`src/rtl/modslot_pkg.sv`:
```
package modslot_pkg;
  localparam int ADDR_W = 25;
  localparam int DATA_W = 16;
  localparam int SLOT_W = 2;
  localparam int N_SLOTS = 1 << SLOT_W;
  localparam int N_ENDIAN = 3;
  localparam int SPACE_FIELD_W = 2;
  localparam int CTL_SPACE_LSB = 6;
  localparam int CTL_SLOT_LSB = CTL_SPACE_LSB + SPACE_FIELD_W;
  localparam int IO_OFF_W = 7;
  localparam int IDINT_OFF_W = 6;
  localparam int M16_OFF_W = 23;
  localparam int M8_OFF_W = 22;
  localparam int OFF_W = M16_OFF_W;

  typedef enum logic [2:0] {
    SP_IO    = 3'd0,
    SP_RSVD  = 3'd1,
    SP_ID    = 3'd2,
    SP_INT   = 3'd3,
    SP_MEM16 = 3'd4,
    SP_MEM8  = 3'd5
  } space_e;

  typedef enum logic [1:0] {
    WIN_SLOT  = 2'd0,
    WIN_MEM16 = 2'd1,
    WIN_MEM8  = 2'd2,
    WIN_NONE  = 2'd3
  } win_e;

  typedef struct packed {
    logic              fire;
    logic              write;
    logic              size16;
    logic [SLOT_W-1:0] slot;
    space_e            space;
    logic [OFF_W-1:0]  offset;
    logic              swapData;
    logic              emptyRead;
    logic              ack;
    logic              ackLine;
  } route_s;

  function automatic logic [DATA_W-1:0] swapBytes(input logic [DATA_W-1:0] d);
    return {d[DATA_W/2-1:0], d[DATA_W-1:DATA_W/2]};
  endfunction
endpackage

```
`src/rtl/modslot_ctrl.sv`:
```
module modslot_ctrl
  import modslot_pkg::*;
#(
  parameter logic [7:0] CFG_END_BASE   = 8'h2B,
  parameter logic [7:0] CFG_END_STRIDE = 8'd4
) (
  input  logic              clk,
  input  logic              rstN,
  input  logic              cfgWrite,
  input  logic [7:0]        cfgAddr,
  input  logic [7:0]        cfgWdata,
  output logic [7:0]        cfgRdata,
  output logic              regBigEndian,
  input  logic [N_SLOTS-1:0] slotPresent,
  input  logic              reqValid,
  input  logic [1:0]        reqWin,
  input  logic [ADDR_W-1:0] reqAddr,
  input  logic              reqSize16,
  input  logic              reqWrite,
  output route_s            route
);
  logic [N_ENDIAN-1:0] bigEnd;
  logic [N_ENDIAN-1:0] cfgHit;

  // one stored bit per configuration byte, bytes spaced by the stride
  for (genvar g = 0; g < N_ENDIAN; g++) begin : g_endian
    localparam logic [7:0] BYTE_ADDR = CFG_END_BASE + 8'(g) * CFG_END_STRIDE;
    assign cfgHit[g] = (cfgAddr == BYTE_ADDR);
    always_ff @(posedge clk) begin
      if (!rstN) bigEnd[g] <= 1'b0;
      else if (cfgWrite && cfgHit[g]) bigEnd[g] <= cfgWdata[0];
    end
  end

  assign cfgRdata = {7'd0, |(cfgHit & bigEnd)};
  assign regBigEndian = bigEnd[0];

  win_e                      winSel;
  logic                      beSel;
  logic [ADDR_W-1:0]         effAddr;
  logic [SPACE_FIELD_W-1:0]  spField;
  logic [SLOT_W-1:0]         slot;
  space_e                    space;
  logic [OFF_W-1:0]          offset;
  logic                      usable;
  logic                      present;

  always_comb begin
    winSel = win_e'(reqWin);
    case (winSel)
      WIN_SLOT:  beSel = bigEnd[1];
      WIN_MEM16: beSel = bigEnd[2];
      default:   beSel = 1'b0;
    endcase
    effAddr = reqAddr ^ {{(ADDR_W-1){1'b0}}, beSel & ~reqSize16};
    spField = effAddr[CTL_SPACE_LSB +: SPACE_FIELD_W];
    slot    = '0;
    space   = SP_RSVD;
    offset  = '0;
    usable  = 1'b0;
    case (winSel)
      WIN_SLOT: begin
        slot   = effAddr[CTL_SLOT_LSB +: SLOT_W];
        space  = space_e'({1'b0, spField});
        usable = (space != SP_RSVD);
        if (space == SP_IO) offset = OFF_W'(effAddr[IO_OFF_W-1:0]);
        else                offset = OFF_W'(effAddr[IDINT_OFF_W-1:0]);
      end
      WIN_MEM16: begin
        slot   = effAddr[M16_OFF_W +: SLOT_W];
        space  = SP_MEM16;
        offset = OFF_W'(effAddr[M16_OFF_W-1:0]);
        usable = 1'b1;
      end
      WIN_MEM8: begin
        slot   = effAddr[M8_OFF_W +: SLOT_W];
        space  = SP_MEM8;
        offset = OFF_W'(effAddr[M8_OFF_W-1:0]);
        usable = 1'b1;
      end
      default: usable = 1'b0;
    endcase
    present = slotPresent[slot];

    route.fire      = reqValid & usable & present;
    route.write     = reqWrite;
    route.size16    = reqSize16;
    route.slot      = slot;
    route.space     = space;
    route.offset    = offset;
    route.swapData  = beSel & reqSize16;
    route.emptyRead = reqValid & ~reqWrite & ~(usable & present);
    route.ack       = reqValid & usable & present & ~reqWrite & (space == SP_INT)
                      & (offset[IDINT_OFF_W-1:2] == '0) & ~offset[0];
    route.ackLine   = offset[1];
  end
endmodule

```
`src/rtl/modslot_dpath.sv`:
```
module modslot_dpath
  import modslot_pkg::*;
(
  input  logic               clk,
  input  logic               rstN,
  input  route_s             route,
  input  logic [DATA_W-1:0]  reqWdata,
  input  logic [DATA_W-1:0]  dnRdata,
  output logic [N_SLOTS-1:0] dnStrobe,
  output logic               dnWrite,
  output logic               dnSize16,
  output logic [2:0]         dnSpace,
  output logic [OFF_W-1:0]   dnOffset,
  output logic [DATA_W-1:0]  dnWdata,
  output logic               rspValid,
  output logic [DATA_W-1:0]  rspData,
  output logic               ackPulse,
  output logic [SLOT_W-1:0]  ackSlot,
  output logic               ackLine
);
  logic pendRead, pendEmpty, pendSwap;

  for (genvar g = 0; g < N_SLOTS; g++) begin : g_strobe
    always_ff @(posedge clk) begin
      if (!rstN) dnStrobe[g] <= 1'b0;
      else       dnStrobe[g] <= route.fire && (route.slot == SLOT_W'(g));
    end
  end

  always_ff @(posedge clk) begin
    if (!rstN) begin
      dnWrite   <= 1'b0;
      dnSize16  <= 1'b0;
      dnSpace   <= 3'd0;
      dnOffset  <= '0;
      dnWdata   <= '0;
      ackPulse  <= 1'b0;
      ackSlot   <= '0;
      ackLine   <= 1'b0;
      pendRead  <= 1'b0;
      pendEmpty <= 1'b0;
      pendSwap  <= 1'b0;
      rspValid  <= 1'b0;
      rspData   <= '0;
    end else begin
      if (route.fire) begin
        dnWrite  <= route.write;
        dnSize16 <= route.size16;
        dnSpace  <= route.space;
        dnOffset <= route.offset;
        dnWdata  <= route.swapData ? swapBytes(reqWdata) : reqWdata;
      end
      ackPulse <= route.ack;
      if (route.ack) begin
        ackSlot <= route.slot;
        ackLine <= route.ackLine;
      end
      pendRead  <= (route.fire & ~route.write) | route.emptyRead;
      pendEmpty <= route.emptyRead;
      pendSwap  <= route.fire & route.swapData;
      rspValid  <= pendRead;
      if (pendRead) begin
        if (pendEmpty)     rspData <= '0;
        else if (pendSwap) rspData <= swapBytes(dnRdata);
        else               rspData <= dnRdata;
      end
    end
  end
endmodule

```
`src/rtl/modslot_router.sv`:
```
module modslot_router
  import modslot_pkg::*;
(
  input  logic               clk,
  input  logic               rstN,
  input  logic               cfgWrite,
  input  logic [7:0]         cfgAddr,
  input  logic [7:0]         cfgWdata,
  output logic [7:0]         cfgRdata,
  output logic               regBigEndian,
  input  logic [N_SLOTS-1:0] slotPresent,
  input  logic               reqValid,
  input  logic [1:0]         reqWin,
  input  logic [ADDR_W-1:0]  reqAddr,
  input  logic               reqSize16,
  input  logic               reqWrite,
  input  logic [DATA_W-1:0]  reqWdata,
  output logic [N_SLOTS-1:0] dnStrobe,
  output logic               dnWrite,
  output logic               dnSize16,
  output logic [2:0]         dnSpace,
  output logic [OFF_W-1:0]   dnOffset,
  output logic [DATA_W-1:0]  dnWdata,
  input  logic [DATA_W-1:0]  dnRdata,
  output logic               rspValid,
  output logic [DATA_W-1:0]  rspData,
  output logic               ackPulse,
  output logic [SLOT_W-1:0]  ackSlot,
  output logic               ackLine
);
  route_s route;

  modslot_ctrl u_ctrl (
    .clk(clk), .rstN(rstN),
    .cfgWrite(cfgWrite), .cfgAddr(cfgAddr), .cfgWdata(cfgWdata),
    .cfgRdata(cfgRdata), .regBigEndian(regBigEndian),
    .slotPresent(slotPresent), .reqValid(reqValid), .reqWin(reqWin),
    .reqAddr(reqAddr), .reqSize16(reqSize16), .reqWrite(reqWrite),
    .route(route)
  );

  modslot_dpath u_dpath (
    .clk(clk), .rstN(rstN), .route(route),
    .reqWdata(reqWdata), .dnRdata(dnRdata),
    .dnStrobe(dnStrobe), .dnWrite(dnWrite), .dnSize16(dnSize16),
    .dnSpace(dnSpace), .dnOffset(dnOffset), .dnWdata(dnWdata),
    .rspValid(rspValid), .rspData(rspData),
    .ackPulse(ackPulse), .ackSlot(ackSlot), .ackLine(ackLine)
  );
endmodule

```
`config.mk`:
```
export PLATFORM = sky130hd
export DESIGN_NAME = modslot_router
export DESIGN_NICKNAME = d
export VERILOG_FILES = /design/src/rtl/modslot_pkg.sv /design/src/rtl/modslot_ctrl.sv /design/src/rtl/modslot_dpath.sv /design/src/rtl/modslot_router.sv
export SDC_FILE = /design/constraint.sdc
export NUM_CORES = 1
export LEC_CHECK = 0
export ABC_AREA = 1
export CAP_MARGIN = 40
export CORE_MARGIN = 5
export CORE_UTILIZATION = 37
export CTS_CLUSTER_DIAMETER = 60
export DETAILED_ROUTE_END_ITERATION = 10
export PLACE_DENSITY = 0.84
export SLEW_MARGIN = 20
export SYNTH_ARGS = -nofsm -noshare
export SYNTH_HDL_FRONTEND = slang
export SYNTH_SLANG_ARGS = --single-unit
```
`constraint.sdc`:
```
create_clock -name clk -period 1.6 [get_ports clk]
set_input_delay 0.16 -clock clk [delete_from_list [all_inputs] [get_ports clk]]
set_output_delay 0.16 -clock clk [all_outputs]
set_load 0.02 [all_outputs]
```
# Word-level counts from Yosys, hierarchy flattened
# Cells that the tools add are included.
# word_totals
regBits,75
out_inout_bits,78
# op_classes
reduce_logical,13
bitwise_logic,19
n_lt_le_gt_ge,1
muxes,11
eq_ne,10
# op_table
operator,n
one-hot mux 23 bit (3 select lines),1
2-to-1 mux 16 bit,3
bitwise XOR 25 x 1 -> 25 bit,1
equality test 8 x 6 -> 1 bit (second input constant),3
bitwise AND 1 bit,12
one-hot mux 3 bit (3 select lines),1
logical AND 1 bit,7
2-to-1 mux 7 bit,1
equality test 2 bit (second input constant),3
logical NOT 2 bit,3
one-hot mux 2 bit (3 select lines),1
equality test 2 x 1 -> 1 bit (second input constant),2
logical NOT 4 bit,1
NOT 1 bit,4
one-hot mux 1 bit (2 select lines),2
bitwise AND 3 bit,1
equality test 3 x 2 -> 1 bit (second input constant),1
less-than comparator 2 x 3 -> 1 bit (second input constant),1
OR reduction 3 bit,1
binary-select mux 1 bit (select 2 bit),1
inequality test 2 x 1 -> 1 bit (second input constant),1
OR reduction 2 bit,1
2-to-1 mux 1 bit,1
OR 1 bit,1

# Depth between registers and ports, before layout
# Gate-level depths: netlist of run 1.
# depth
depth_word,12
mapped_depth,15

# Hierarchy
# From an unflattened synthesis of run 1, not the netlist that was laid out.
# unflattened
hier_cells,523
area_unflattened_um2,3719.8
# modules_own_cells
mod,instances,seq_area_each_um2,area_per_inst_um2,cells_per_inst
modslot_dpath,1,1441.4,2922.8,370
modslot_ctrl,1,60.1,797.0,153

# Worst setup path before layout of run 1
# OpenSTA, ideal clock, no wires.
# synth_timing
kind,input port to flip-flop
from,input reqWin[0]
to,register u_dpath.dnSpace[2]
arrival_time_ps,1527
required_time_ps,1484
n_path_buf,2
path_stages,15
setup_ps,116
setup_slack_ps,-43
cell_sequence,inv_1 ha_1 nand2_1 nand3_2 nand2_2 nand2_1 nand2_1 nand2_1 nand2_2 nor2_4 inv_2 buf_6 buf_6 nor2_1 nor2_1
# synth_between
elab_chain_len,5
# synth_lines
item,line_no,source
"start, declared",modslot_router.sv:13,"input logic [1:0] reqWin,"
"equality test 2 bit, or another cell as far along",modslot_ctrl.sv:61,case (winSel)
one-hot mux 2 bit (3 select lines) / OR reduction 2 bit (equally long branches),n/a,
binary-select mux 1 bit (select 2 bit) / one-hot mux 1 bit (2 select lines) (equally long branches),"modslot_ctrl.sv:83, modslot_ctrl.sv:61",
2-to-1 mux 1 bit (not written as such) / bitwise AND 1 bit (equally long branches),"modslot_ctrl.sv:83, modslot_ctrl.sv:85",
bitwise AND 1 bit,modslot_ctrl.sv:85,route.fire = reqValid & usable & present;
"end signal, assigned",modslot_dpath.sv:49,dnSpace <= route.space;
"end, declared",modslot_dpath.sv:12,"output logic [2:0] dnSpace,"
# Several ways; a longest one is shown, not always the timed one. The select of a mux whose other input is x is not followed.
# A chain may end at the register's enable or synchronous reset.

# Final worst setup path of run 1
# layout_timing
from,input cfgAddr[2]
to,output cfgRdata[0]
# layout_between
elab_chain_len,3
# layout_lines
item,line_no,source
"start, declared",modslot_router.sv:7,"input logic [7:0] cfgAddr,"
equality test 8 x 6 -> 1 bit,modslot_ctrl.sv:28,assign cfgHit[g] = (cfgAddr == BYTE_ADDR);
bitwise AND 3 bit (*),modslot_ctrl.sv:35,"assign cfgRdata = {7'd0, |(cfgHit & bigEnd)};"
OR reduction 3 bit (*),modslot_ctrl.sv:35,
"end, declared",modslot_router.sv:9,"output logic [7:0] cfgRdata,"
# Mark *: on every way between the ends. The rest lies on a longest branch, timed or not.

==> results of run 1 <==
cell usage in the layout, fill, tap and decap left out, types with 4 or more instances in the layout:
master and count:
a21oi_1 26, buf_4 39, buf_6 4, clkbuf_8 11
clkdlybuf4s50_1 140, conb_1 7, dfxtp_1 75, dlymetal6s2s_1 4
ha_4 4, inv_1 27, mux2_2 16, nand2_1 88
nand2_2 5, nand3_1 26, nor2_1 59, nor2_2 4
nor3_1 4, o211ai_1 16, o21ai_0 29, o21ai_1 16
power groups by stage:
| stage | clock [W] | sequential, W | combinational (W) |
|---|---|---|---|
| CTS | 0.00150 | 0.00200 | 0.000940 |
| global placement | 0 | 0.00204 | 0.000906 |
| detailed placement | 0 | 0.00204 | 0.000930 |
| floorplan | 0 | 0.00214 | 0.000317 |
| global route | 0.00158 | 0.00201 | 0.00104 |
| finish | 0.00147 | 0.00200 | 0.000960 |
what timing repair did:
| item | in CTS | in global routing |
|---|---|---|
| gates resized for setup | 15 | 26 |
| setup endpoints to repair | 54 | 54 |
| buffers inserted | 0 | 3 |
| pin swaps | 1 | 13 |
cells in the mapped netlist (2+ instances only):
cell type and instances:
buf_2 5, buf_1 2, o21ai_1 16, nand2_1 91, clkbuf_1 12, nand2_2 2, o31ai_1 2, a21oi_1 28
nand4_1 2, buf_4 7, clkinv_1 2, dfxtp_1 75, ha_1 4, inv_1 29, buf_6 3, inv_2 2
o21ai_0 30, nor2_1 63, o211ai_1 16, nand3_1 26, nand3_2 2, nor3_1 4, mux2_2 16
worst register-to-register path, stage by stage (launching register included):
cell and delay, ns:
dfxtp_1 0.35, nand2_1 0.07, nand2_1 0.07, nand2_1 0.13
buf_12 0.16, mux2_2 0.34, nor2_1 0.11, nor2_1 0.05
stage by stage:
step	TNS [ns]	hold slack, ns	setup WS (ns)
3_3_place_gp	-27.21	0.424	-0.571
6_report	0	0.204	0.0486
5_1_grt	-0.184	0.232	-0.0545
2_1_floorplan	0	0.243	0.00672
4_1_cts	0	0.197	0.00643
3_5_place_dp	-32.79	0.430	-0.687
layer usage:
layer / part of all wire, % / global-route usage, %
met5: 0 / 0
met4: 2.0 / 6.30
met3: 7.4 / 5.73
met2: 52 / 33.9
met1: 39 / 21.6
logic make-up after synthesis:
logic type,after synthesis,share of synthesized area [%]
buffers and inverters,63,8.75
and+or+nand+nor,194,24.1
DFF,75,44.9
AOI/OAI and AO/OA,93,15.3
adders and majority gates,4,1.50
other,1,0.112
muxes,16,5.38
area by class of cell:
cell class,count,share of cell area (%)
timing repair buffer,191,33.6
clock buffer,11,2.76
inverter,33,2.37
multi-input combinational,314,30.5
tap,108,2.47
clock inverter,4,0.891
sequential,75,27.4
sequential cells by signal, indices dropped and copies added, names as in the netlist:
register	cells
u_dpath.dnWdata	16
u_ctrl.bigEnd	2
u_dpath.dnSpace	3
u_dpath.pendRead	1
u_dpath.dnWrite	1
u_dpath.pendSwap	1
u_dpath.dnOffset	23
u_ctrl.regBigEndian	1
u_dpath.ackLine	1
u_dpath.ackSlot	2
u_dpath.dnSize16	1
u_dpath.pendEmpty	1
u_dpath.dnStrobe	4
u_dpath.ackPulse	1
u_dpath.rspData	16
u_dpath.rspValid	1
how the worst min path moves through the flow:
stage | endpoint | slack [ns]
floorplan | u_dpath.pendRead$_SDFF_PN0_ | 0.24
global placement | u_dpath.rspValid$_SDFF_PN0_ | 0.42
detailed placement | u_dpath.rspValid$_SDFF_PN0_ | 0.43
CTS | u_dpath.rspValid$_SDFF_PN0_ | 0.20
global route | u_dpath.ackSlot[0]$_SDFFE_PN0P_ | 0.23
finish | u_dpath.rspValid$_SDFF_PN0_ | 0.20
==> results.cfg, run 1 <==
[floorplan]
die-area_um2 = 11000
die_x_um = 105
chipHeight_um = 105
pin_count = 163
coreArea_um2 = 8760
rows = 34
start_util_pct = 38.2

[sta]
hold_violations = 0
max_freq_mhz = 645
drv_slew = 0
setup_viol_count_final = 0
fin_crit_ns = 1.55
skew_ns = 0.00979
fin_crit_sh_pct = 97.0

[cts]
numCtsBuffers = 9
clk_latency_ns = 0.33
cts_buffer_depth = 2
clkSinkCount = 75
hold_buffers = 0
clkSlewWorstSetupHoldPaths_ns = 0.07
root_buffer = clkbuf_8
cts_tree = yes
cts_max_level = 3

[power_and_ir_drop]
power.total_w = 0.00443
sw_frac_of_total_pct = 26.8
p_leak_nw = 2.27
seq_power_share_pct = 45.2
powerDensity_nw_per_um2 = 808
pwr-share-comb_pct = 21.7
p_int_w = 0.00324
p_sw_w = 0.00119
vdd_drop_max_uv = 474
p_clk_share_pct = 33.2

[final_layout]
n_antenna_cell = 0
layout.nets = 713
fillers = 766
postLayoutCoreUtil_pct = 62.5
fin_cells = 736
stdcell_area_um2 = 5480
area_delta_synth_final_pct = 63.7
seq_area_um2 = 1500
multi_input_area_um2 = 1670
final_layout_size_suffix_gt1_share_pct = 16.4

[routing]
vias_per_cell = 4.91
firstDrtPassIters = 4
postRouteWirelength_mm = 10.9
drcViolationCount = 0
wl_per_cell_um = 14.8
drt-initial-drc-count = 162
vias = 3617
ant_nets = 0

[worst_setup_path]
r2r_cells = 7
worst-setup-path-type = input port to output pin
r2r_start = u_ctrl.bigEnd[2]$_SDFFE_PN0P_
cp-startpoint = cfgAddr[2]
timing.rr.end = u_dpath.dnWdata[0]$_SDFFE_PN0P_
slowest_stage = clkdlybuf4s50_1
crit_path_end = cfgRdata[0]
slowest_delay_ns = 0.48
path_delay_family = buffers and inverters
cp_data_required_time_ns = 1.44
cp_num_buf_inv = 3
r2r_slack_ns = 0.20
end_kind = output pin
cp.depth = 7
crit_top_cell = nand2_1
startpoint_type = input port
crit_fanout = 3
cp_cell_sequence = clkdlybuf4s50_1 -> nand2_1 -> nor4_2 -> buf_4 -> nand2_1 -> nand3_1 -> buf_6
arrival_ns = 1.39

[global_route]
grt_max_degree = 32
grt_pass1_vias = 3781
antenna_found_initial = 0
grt_usage_pct = 19.1
overflow = 0
grt_pass1_wl_mm = 17.6

[hold_path]
worstHoldStart = rstN
min_path_cells = 3
hp-class = input port to flop

[synth]
yosys.area.top_type = dfxtp_1
synth-edff-count = 0
synth_flop_cell = dfxtp_1
synth_area_per_cell_um2 = 7.50
synthArstFlopShare_pct = 0
synth-seq-cells = 75
syn_area_um2 = 3350
synth_top_area_share_pct = 44.9
yosysWarningCount = 0
synthDistinctLibCells = 30
ys_seq_area_share_pct = 44.9
ys_top_cells_by_area = dfxtp_1 (45%), nand2_1 (10%), nor2_1 (7.1%)
synthCells = 446

[placement]
dpl_cell_area_um2 = 5170
globalplace.congestion = 0.838
io_buffers = 148
dpl.hpwl_mm = 8.59
place_inst = 718

[outcome]
status = complete, no violations

[job]
maxCapViolCount = 0
(Power assumes the default switching activity.)
==> inputs of run 2 (changes only) <==
--- a/config.mk
+++ b/config.mk
@@ -12,6 +12,7 @@
 export CTS_CLUSTER_DIAMETER = 60
 export DETAILED_ROUTE_END_ITERATION = 10
 export PLACE_DENSITY = 0.84
+export SETUP_SLACK_MARGIN = 0.02
 export SLEW_MARGIN = 20
 export SYNTH_ARGS = -nofsm -noshare
 export SYNTH_HDL_FRONTEND = slang
==> results.cfg, run 2 (same netlist as run 1, synthesis figures left out) <==
[power_and_ir_drop]
p_leak_nw = 2.28
p_sw_w = 0.00118
powerDensity_nw_per_um2 = 795
sw_frac_of_total_pct = 26.9
seq_power_share_pct = 45.7
p_clk_share_pct = 32.3
pwr-share-comb_pct = 22.0
p_int_w = 0.00320
vdd_drop_max_uv = 423

[final_layout]
fin_cells = 733
layout.nets = 709
final_cell_mix = clkdlybuf4s50_1 (137), nand2_1 (85), dfxtp_1 (75), nor2_1 (59), buf_4 (33)
regMostFlops = u_dpath.dnOffset
top_regs = u_dpath.dnOffset x23, u_dpath.dnWdata x16, u_dpath.rspData x16
stdcell_area_um2 = 5500
fillers = 743
final_layout_size_suffix_gt1_share_pct = 16.5
final_common_cell = clkdlybuf4s50_1
area_delta_synth_final_pct = 64.2
largest_register_ffs = 23

[sta]
drv_slew = 0
fin_crit_ns = 1.51
skew_ns = 0.00749
setup_viol_count_final = 0
fin_crit_sh_pct = 94.6
grt_setup_unrepaired = true
max_freq_mhz = 661
hold_violations = 0

[global_route]
grt_max_degree = 26
grt_usage_pct = 18.4
grt_pass1_wl_mm = 16.8
antenna_found_initial = 1
grt_pass1_vias = 3664
overflow = 0

[cts]
clk_latency_ns = 0.33
root_buffer = clkbuf_8
numCtsBuffers = 9
cts_max_level = 3
clkSinkCount = 75
clkSlewWorstSetupHoldPaths_ns = 0.08
cts_tree = yes
cts_buffer_depth = 2

[routing]
postRouteWirelength_mm = 10.9
wl_per_cell_um = 14.9
ant_nets = 0
drcViolationCount = 0
firstDrtPassIters = 4
drt-initial-drc-count = 108
vias_per_cell = 4.90
vias = 3594

[worst_setup_path]
cp_cell_sequence = clkdlybuf4s50_1 -> nor2_1 -> nand2_2 -> nor4_2 -> buf_4 -> nand2_1 -> nand3_2 -> buf_6
r2r_slack_ns = 0.15
startpoint_type = input port
crit_fanout = 3
arrival_ns = 1.35
slowest_stage = clkdlybuf4s50_1
cp_data_required_time_ns = 1.44
timing.rr.end = u_dpath.dnWdata[8]$_SDFFE_PN0P_
end_kind = output pin
slowest_delay_ns = 0.40
worst-setup-path-type = input port to output pin
r2r_cells = 7
r2r_start = u_ctrl.bigEnd[1]$_SDFFE_PN0P_

[placement]
dpl.hpwl_mm = 8.38
place_inst = 714
io_buffers = 148
globalplace.congestion = 0.936
dpl_cell_area_um2 = 5170

[floorplan]
start_util_pct = 38.2
die-area_um2 = 11000
pin_count = 163
coreArea_um2 = 8760
rows = 34
die_x_um = 105
chipHeight_um = 105

[hold_path]
holdPathEnd = u_dpath.dnOffset[9]$_SDFFE_PN0P_
hp-class = input port to flop
worstHoldStart = reqAddr[9]
min_path_cells = 4

[outcome]
status = complete, no violations

[job]
maxCapViolCount = 0
run 2: cell count changes in the layout (fill, tap and decap cells not counted), moves of 2 or more:
cell             delta
nand2_1             -3
buf_4               -6
dlymetal6s2s_1      +2
clkdlybuf4s50_1     -3
nand3_2             +3
nand3_1             -3
nand2_2             +3
run 2: through the flow:
stage	util, %	power (W)	setup TNS (ns)	setup WS (ns)	hold slack, ns
floorplan	-	0.00246	0	0.0128	0.243
global placement	58.9	0.00294	-29.23	-0.599	0.428
detailed placement	59.0	0.00297	-32.27	-0.676	0.436
CTS	61.4	0.00439	0	0.0311	0.261
global route	62.7	0.00456	-0.0503	-0.0309	0.283
finish	62.7	0.00437	0	0.0865	0.263
run 2: worst max-delay path by stage:
| stage | startpoint | end | slack (ns) |
|---|---|---|---|
| after floorplan | reqWin[1] | u_dpath.dnSpace[0]$_SDFFE_PN0P_ | 0.01 |
| after global placement | reqWin[1] | u_dpath.ackSlot[1]$_SDFFE_PN0P_ | -0.60 |
| after detailed placement | reqWin[1] | u_dpath.dnOffset[6]$_SDFFE_PN0P_ | -0.68 |
| after CTS | cfgAddr[1] | cfgRdata[0] | 0.03 |
| after global routing | reqWin[1] | u_dpath.ackSlot[0]$_SDFFE_PN0P_ | -0.03 |
| final | cfgAddr[6] | cfgRdata[0] | 0.09 |
run 2: worst max-delay path, delay by kind of cell:
kind | cells | cell delay (ns)
simple gates | 5 | 0.52
buf+inv | 3 | 0.68
run 2: area by class of cell:
type,instances,area [um2],area share (%)
antenna,1,2.50,0.0455
clock buffer,11,141,2.57
clock inverter,4,51.3,0.933
inverter,33,138,2.50
multi-input combinational,314,1690,30.7
sequential,75,1500,27.3
tap,108,135,2.46
timing repair buffer,187,1840,33.5
run 2: repair_timing:
action / CTS / global route
gates resized for setup: 17 / 34
pin swaps: 2 / 16
endpoints found under the setup margin: 54 / 54
hold buffers: 0 / 0
setup buffers: 0 / 3
run 2: power groups by stage:
stage	sequential, W	clock, W	combinational [W]
after floorplan	0.00214	0	0.000321
after global placement	0.00204	0	0.000902
after detailed placement	0.00204	0	0.000927
after CTS	0.00200	0.00146	0.000935
after global routing	0.00201	0.00152	0.00104
final	0.00200	0.00141	0.000961
run 2: routing by layer:
metal / wire (um) / GRT usage (%) / share of wire [%] / vias up
met4: 234 / 6.39 / 2.1 / 0
met5: 0 / 0 / 0 / -
met3: 903 / 6.23 / 8.3 / 23
met1: 4330 / 20.3 / 40 / 1630
met2: 5420 / 32.9 / 50 / 139
li1: - / - / - / 1802
